==> src/rtl/simd_mul_pkg.sv <==
package simd_mul_pkg;

   typedef enum logic [1:0] {
      SEL_PACKED_U = 2'd0,
      SEL_SCALAR_U = 2'd1,
      SEL_HIGH_S   = 2'd2,
      SEL_LOW_U    = 2'd3
   } sel_mode_e;

endpackage

==> src/rtl/simd_mul_opsel.sv <==
// Picks, for every lane, the 8-bit value (widened by one bit so that signed
// and unsigned bytes share one multiplier) and the 16-bit multiplier.
module simd_mul_opsel
   import simd_mul_pkg::*;
#(
   parameter int LANES  = 4,
   parameter int BYTE_W = 8,
   parameter int WORD_W = 16
) (
   input  sel_mode_e                          mode,
   input  logic [LANES*WORD_W-1:0]            opa,
   input  logic [LANES*WORD_W-1:0]            opb,
   output logic [LANES-1:0][BYTE_W:0]         mcand,
   output logic [LANES-1:0][WORD_W-1:0]       mplier
);

   for (genvar n = 0; n < LANES; n++) begin : g_lane
      logic [BYTE_W:0]   b_sel;
      logic [WORD_W-1:0] w_sel;

      always_comb begin
         b_sel = {1'b0, opa[n*BYTE_W +: BYTE_W]};
         w_sel = opb[n*WORD_W +: WORD_W];
         case (mode)
            SEL_PACKED_U: ;
            SEL_SCALAR_U: w_sel = opb[WORD_W-1:0];
            SEL_HIGH_S:   b_sel = {opa[n*WORD_W+WORD_W-1],
                                   opa[n*WORD_W+BYTE_W +: BYTE_W]};
            SEL_LOW_U:    b_sel = {1'b0, opa[n*WORD_W +: BYTE_W]};
            default: ;
         endcase
      end

      assign mcand[n]  = b_sel;
      assign mplier[n] = w_sel;
   end

endmodule

==> src/rtl/simd_mul_lane.sv <==
// One lane: signed multiply, add one half of the output LSB, keep the
// WORD_W bits above the fraction. Result register is stage two.
module simd_mul_lane #(
   parameter int BYTE_W = 8,
   parameter int WORD_W = 16
) (
   input  logic                     clk,
   input  logic                     rst,
   input  logic                     en,
   input  logic signed [BYTE_W:0]   mcand,
   input  logic signed [WORD_W-1:0] mplier,
   output logic [WORD_W-1:0]        res
);

   localparam int PROD_W = BYTE_W + 1 + WORD_W;
   localparam logic signed [PROD_W-1:0] HALF =
      {{(PROD_W-BYTE_W){1'b0}}, 1'b1, {(BYTE_W-1){1'b0}}};

   logic signed [PROD_W-1:0] prod;
   logic signed [PROD_W-1:0] rounded;
   logic                     unused_bits;

   assign prod        = PROD_W'(mcand) * PROD_W'(mplier);
   assign rounded     = prod + HALF;
   assign unused_bits = ^{rounded[PROD_W-1], rounded[BYTE_W-1:0]};

   always_ff @(posedge clk) begin
      if (rst) begin
         res <= '0;
      end else if (en) begin
         res <= rounded[BYTE_W +: WORD_W];
      end
   end

endmodule

==> src/rtl/simd_mul8x16.sv <==
module simd_mul8x16
   import simd_mul_pkg::*;
#(
   parameter int LANES  = 4,
   parameter int BYTE_W = 8,
   parameter int WORD_W = 16
) (
   input  logic                      clk,
   input  logic                      rst,
   input  logic                      in_valid,
   input  logic [1:0]                in_mode,
   input  logic [LANES*WORD_W-1:0]   in_opa,
   input  logic [LANES*WORD_W-1:0]   in_opb,
   output logic                      out_valid,
   output logic [LANES*WORD_W-1:0]   out_data
);

   if (WORD_W != 2*BYTE_W) begin : g_bad_word
      $error("simd_mul8x16: WORD_W must be twice BYTE_W");
   end
   if (LANES < 1 || BYTE_W < 2) begin : g_bad_shape
      $error("simd_mul8x16: LANES >= 1 and BYTE_W >= 2 required");
   end

   sel_mode_e                     mode_e;
   logic [LANES-1:0][BYTE_W:0]    sel_b;
   logic [LANES-1:0][WORD_W-1:0]  sel_w;
   logic                          s1_valid;
   logic [LANES-1:0][BYTE_W:0]    s1_b;
   logic [LANES-1:0][WORD_W-1:0]  s1_w;

   assign mode_e = sel_mode_e'(in_mode);

   simd_mul_opsel #(
      .LANES (LANES),
      .BYTE_W(BYTE_W),
      .WORD_W(WORD_W)
   ) opsel_i (
      .mode  (mode_e),
      .opa   (in_opa),
      .opb   (in_opb),
      .mcand (sel_b),
      .mplier(sel_w)
   );

   always_ff @(posedge clk) begin
      if (rst) begin
         s1_valid <= 1'b0;
         s1_b     <= '0;
         s1_w     <= '0;
      end else begin
         s1_valid <= in_valid;
         if (in_valid) begin
            s1_b <= sel_b;
            s1_w <= sel_w;
         end
      end
   end

   for (genvar n = 0; n < LANES; n++) begin : g_lane
      simd_mul_lane #(
         .BYTE_W(BYTE_W),
         .WORD_W(WORD_W)
      ) lane_i (
         .clk   (clk),
         .rst   (rst),
         .en    (s1_valid),
         .mcand (s1_b[n]),
         .mplier(s1_w[n]),
         .res   (out_data[n*WORD_W +: WORD_W])
      );
   end

   always_ff @(posedge clk) begin
      if (rst) begin
         out_valid <= 1'b0;
      end else begin
         out_valid <= s1_valid;
      end
   end

endmodule

==> config.mk <==
export PLATFORM = sky130hd
export DESIGN_NAME = simd_mul8x16
export DESIGN_NICKNAME = d
export VERILOG_FILES = /design/src/rtl/simd_mul_pkg.sv /design/src/rtl/simd_mul_opsel.sv /design/src/rtl/simd_mul_lane.sv /design/src/rtl/simd_mul8x16.sv
export SDC_FILE = /design/constraint.sdc
export NUM_CORES = 2
export LEC_CHECK = 0
export ABC_AREA = 1
export BUFFER_PORTS_ARGS = -buffer_cell sky130_fd_sc_hd__buf_2
export CELL_PAD_IN_SITES_DETAIL_PLACEMENT = 0
export CELL_PAD_IN_SITES_GLOBAL_PLACEMENT = 2
export CORE_MARGIN = 2
export CORE_UTILIZATION = 33
export DETAILED_ROUTE_END_ITERATION = 7
export PLACE_DENSITY = 0.83
export SYNTH_ARGS = -nofsm -noshare
export SYNTH_HDL_FRONTEND = slang
export SYNTH_SLANG_ARGS = --single-unit
export TNS_END_PERCENT = 1
==> constraint.sdc <==
create_clock -name clk -period 4.3 [get_ports clk]
set_clock_uncertainty 0.05 [all_clocks]
set_input_delay 0.215 -clock clk [delete_from_list [all_inputs] [get_ports clk]]
set_output_delay 0.215 -clock clk [all_outputs]
set_load 0.02 [all_outputs]
Word-level counts from Yosys, hierarchy flattened:

Index checks and enable logic that the tools add are counted.

* word-level logic and storage cells: 32
* register bits after elaboration: 166

* muxes and demuxes: 7
* equality and inequality tests: 3
* $mul: 4
* $add $sub $neg: 4

Operator list (number)
* 24-bit by 9-bit adder with 24-bit output (second input constant): 4
* 9-bit by 16-bit multiplier with 24-bit output: 4
* 9-bit one-hot mux with 2 select lines: 3
* 16-bit 2-to-1 mux: 3
* 9-bit 2-to-1 mux: 1
* 2-bit == test (second input constant): 2
* 2-bit by 1-bit == test with 1-bit output (second input constant): 1

Logic depth before layout (Yosys ltp):

* depth after elaboration: 2
* mapped depth: 26
* gate-level depth less buffers: 24

Cells and area by module:

Synthesis repeated with hierarchy kept, for this count alone.

* cells, all modules: 3905
* area, all modules: 27585.2 µm²

By module, submodules not included
* simd_mul_lane at g_lane[1].lane_i ...: cells each 746, instances 2, area an instance 5524.0 µm²
* simd_mul_lane at g_lane[0].lane_i: cells each 748, instances 1, area an instance 5571.6 µm²
* simd_mul_lane at g_lane[3].lane_i: cells each 747, instances 1, area an instance 5540.3 µm²
* simd_mul8x16: cells each 639, instances 1, area an instance 4159.0 µm²
* simd_mul_opsel: cells each 279, instances 1, area an instance 1266.2 µm²

Worst setup path after synthesis:

Ideal clock, no wire load.

* kind: reg2reg
* from: register s1_b[21] in the netlist's numbering
* to: register g_lane[2].lane_i.res[10]
* slack: -0.487 ns
* setup time: 0.117 ns
* cell stages (with the launch flop): 24
* arrival time: 4.620 ns
* period minus slack after synthesis: 4.787 ns
* cell sequence: dfxtp_1 -> clkbuf_1 -> clkbuf_1 -> nand2_1 -> fa_1 -> fa_1 -> inv_1 -> fa_1 -> fa_1 -> inv_1 -> fa_1 -> inv_1 -> ha_1 -> nand2_2 -> inv_2 -> nand3_1 -> nor3_1 -> nand3_1 -> nand2_1 -> nand2_1 -> nand3_1 -> nand2_1 -> nor2_1 -> nor2_1

* cells in the longest elaborated chain, start to end: 2

Ends and longest elaborated chain
* start, declared: line simd_mul8x16.sv:29 `logic [LANES-1:0][BYTE_W:0] s1_b;`
* start signal, assigned: line simd_mul8x16.sv:54 `s1_b <= sel_b;`
* 9-bit by 16-bit multiplier with 24-bit output: line simd_mul_lane.sv:23 `assign prod = PROD_W'(mcand) * PROD_W'(mplier);`
* 24-bit by 9-bit adder with 24-bit output: line simd_mul_lane.sv:24 `assign rounded = prod + HALF;`
* end signal, assigned: line simd_mul_lane.sv:31 `res <= rounded[BYTE_W +: WORD_W];`
* end, declared: line simd_mul_lane.sv:12 `output logic [WORD_W-1:0] res`

Every way passes these cells.
A chain may end at the register's enable or synchronous reset.

Worst setup path in the final report:

* from: register s1_b[26] in the netlist's numbering
* to: register g_lane[2].lane_i.res[12]

The elaborated chain is that of the path after synthesis.

==> summary.txt <==
Drt
  • Pre-Repair DR Iteration Count: 6
  • Remaining DRCs: 0
  • Detail Route Antenna Nets: 0
  • Post-DR vias/cell: 4.64
  • Drt wl/cell: 17.1 microns
  • Routed vias: 24353
  • WL final: 89.8 mm
  • DR iter-0 viols: 1427

Synth
  • Register area share after synthesis: 12.4%
  • Synthesized instance count: 3629
  • Synth Area in Adders: 42.5%
  • Syn avg cell area: 7.39 sq um
  • Post-synthesis xor/xnor area fraction: 1.27%
  • Mapped Area: 26800 sq um
  • Flop and latch count out of synthesis: 166
  • Synth cell types: 43
  • Largest family of logic cells by synthesized area: adder cells
  • Compound-gate portion of the synthesized area: 8.01%
  • Mapped Nets: 4394
  • Proportion of synthesized area in mux cells: 0%
  • Synth Area in Simple Gates: 20.4%
  • Synth warn: 0

Clocking
  • Clock latency on the worst-skew pair: 0.52 ns
  • CTS tree: yes
  • TritonCTS buffer count: 17
  • Sink Count: 166
  • CTS root buffer: clkbuf_16
  • Clk pin slew, worst setup/hold paths: 0.09 ns
  • Max clock buf depth: 2
  • H-tree Lvls: 4

Run
  • Max Cap Viol: 0

Worst setup path
  • Crit path buf inv count: 6
  • Cell family with most CP delay: adder cells
  • Crit end category: flop
  • Worst path max stage delay: 0.51 ns
  • Critical path's most frequent cell: fa_1
  • Worst path arrival time: 5.06 ns
  • CP Class: reg -> reg
  • Worst-path maximum fanout: 4
  • Critical Path Source Type: flop
  • Slowest-stage cell, CP: fa_1
  • Worst-path cell chain: inv_2, or2_2, fa_1, fa_1, inv_1, fa_1, fa_1, inv_1, fa_1, inv_2, ha_4, nand2_2, buf_4, nor4_1, nand2_1, nand2_2, nand2_2, nand3_1, nand3_1, nand2_1, inv_1
  • WP data required: 4.65 ns

GRT
  • GRT overflow: 0
  • GRT Overall Usage: 22.3%
  • Vias in the first global route: 25184
  • Largest net degree at the start of global routing: 81
  • Initial antenna violation count: 10
  • Global-route wire length before repair: 141 mm

Floorplan
  • Initial core utilization: 33.3%
  • Rows: 104
  • Core footprint: 80500 sq um
  • Chip width: 289 microns
  • I/O pins: 198
  • Die ar.: 83600 sq um
  • Die height: 289 microns

Power
  • PwrDens: 250 nW/um^2
  • P_leak: 20.0 nW
  • VDD IR max: 350 uV

Timing
  • Unrepaired setup endpoints after global routing: yes
  • Tcrit/Tclk final: 110%
  • Max Slew Vio Count: 0
  • Worst slew margin relative to its limit: 25.5%
  • Setup TNS: -13.92 ns
  • Slew @ Worst Pin: 1.12 ns
  • Fmax achieved: 212 MHz
  • Final WS setup: -0.409 ns
  • Tmin final: 4.71 ns
  • Fin. Hold Viols: 0
  • Final setup vio count: 63

Layout
  • Final core utilization: 42.5%
  • Layout cells sized above 1: 22.9%
  • Nets: 4942
  • Final Non-Filler Cells: 5250
  • Synth-to-layout area growth: 27.7%
  • Antenna diodes: 0

Placement
  • Detailed Place HPWL: 74.0 mm
  • Routability cong.: 0.886
  • Dpl cells: 5150
  • # port buffers: 197
  • DP Worst Slack: -0.657 ns

Status
  • Violations in the final reports: setup timing
  • Status: finished, violations left

Min path
  • Worst hold path class: in -> reg
[metal layers]
| layer | wire length (microns) | vias up | share of wire (%) | global-route usage [%] |
|---|---|---|---|---|
| met5 | 103 | - | 0.11 | 0 |
| met4 | 3100 | 16 | 3.4 | 8.17 |
| met3 | 5970 | 117 | 6.7 | 4.35 |
| met2 | 40300 | 585 | 45 | 35.7 |
| met1 | 40400 | 11811 | 45 | 29.9 |
| li1 | - | 11824 | - | - |
[final timing paths]
check        slack (ns)  cells past startpoint                     from                  endpoint
min reg2reg        0.43                      2  g_lane[3].lane_i.res[0]   g_lane[3].lane_i.res[0]
min                0.04                      5               in_opb[35]                  s1_w[35]
max reg2reg       -0.41                     21                 s1_b[26]  g_lane[2].lane_i.res[12]
max               -0.41                     21                 s1_b[26]  g_lane[2].lane_i.res[12]
[tightest hold or removal path, cell delays in order]
cell      delay, ns
buf_2          0.07
inv_1          0.03
nor2_1         0.09
o221ai_1       0.12
inv_1          0.06
[power by group]
part	internal, mW	switching (mW)	leakage, nW
clock network	0.757	0.857	0.257
logic	2.36	2.79	18.4
registers	1.67	0.149	1.39
total	4.78	3.79	20.0
[cell usage in the layout, fill, tap and decap left out, types with 96 or more instances in the layout]
master	netlist	final
nor2_1	296	289
ha_1	168	134
nand2_1	862	845
inv_1	869	853
o21ai_0	125	96
fa_1	464	450
buf_2	22	195
nand3_1	104	100
dfxtp_1	166	118
buf_4	15	436
[Yosys cell counts (all sizes together)]
| cell | count | share of area, % |
|---|---|---|
| nand2 | 898 | 13 |
| a31oi | 24 | 0.56 |
| ha | 168 | 7.8 |
| xor2 | 26 | 0.85 |
| a21oi | 120 | 2.3 |
| o211ai | 7 | 0.20 |
| nand3 | 106 | 2.0 |
| fa | 464 | 35 |
| and2 | 3 | 0.079 |
| buf | 47 | 1.1 |
| o21bai | 6 | 0.17 |
| dfxtp | 166 | 12 |
| clkinv | 1 | 0.014 |
| nor3 | 15 | 0.28 |
| o221ai | 45 | 1.5 |
| o21a | 2 | 0.056 |
| nand4 | 10 | 0.23 |
| nor2 | 298 | 4.2 |
| inv | 878 | 12 |
| a21o | 9 | 0.26 |
| or2 | 14 | 0.33 |
| nor3b | 1 | 0.028 |
| nor4 | 8 | 0.23 |
| xnor2 | 13 | 0.42 |
| a21boi | 1 | 0.028 |
| a211oi | 15 | 0.42 |
| clkbuf | 147 | 2.1 |
| o21ai | 137 | 2.6 |
[final cells by class]
cell class | instances | area (sq um)
fillers | 8378 | 46300
multi-input cells | 2390 | 20200
repair buffers | 723 | 5470
flip-flops and latches | 166 | 3400
inverters | 879 | 3300
well taps | 1060 | 1330
clock buffers | 19 | 433
clock inverters | 13 | 113
[per-stage QoR]
step	hold slack (ns)	area (sq um)	total power [mW]
3_5_place_dp	0.414	32200	6.54
2_1_floorplan	0.312	27100	4.51
4_1_cts	0.00474	33700	8.44
5_1_grt	0.0295	34200	9.29
3_3_place_gp	0.414	32200	6.53
6_report	0.0383	34200	8.58
[kinds of logic (layout without fill, tap and decap cells)]
| logic type | count (synthesis) | after routing |
|---|---|---|
| XOR/XNOR | 39 | 39 |
| AND/OR/NAND/NOR | 1353 | 1353 |
| AO/OA/AOI/OAI | 366 | 366 |
| flip-flops | 166 | 166 |
| buffers and inverters | 1073 | 1634 |
| adder cells (fa/ha/maj) | 632 | 632 |
[what timing repair did]
item                                   4_1_cts  5_1_grt
endpoints found under the hold margin       38        0
pin swaps                                   22       43
setup buffers                                2        9
resized for setup                          113      118
setup endpoints to repair                   64       64
hold buffers                                56        0
gates cloned                                 0        1
[registers in the layout (all words and copies together) (netlist names)]
| signal | flops |
|---|---|
| s1_valid | 1 |
| s1_w | 64 |
| s1_b | 36 |
| g_lane.lane_i.res | 64 |
| out_valid | 1 |
(Power assumes the default switching activity.)
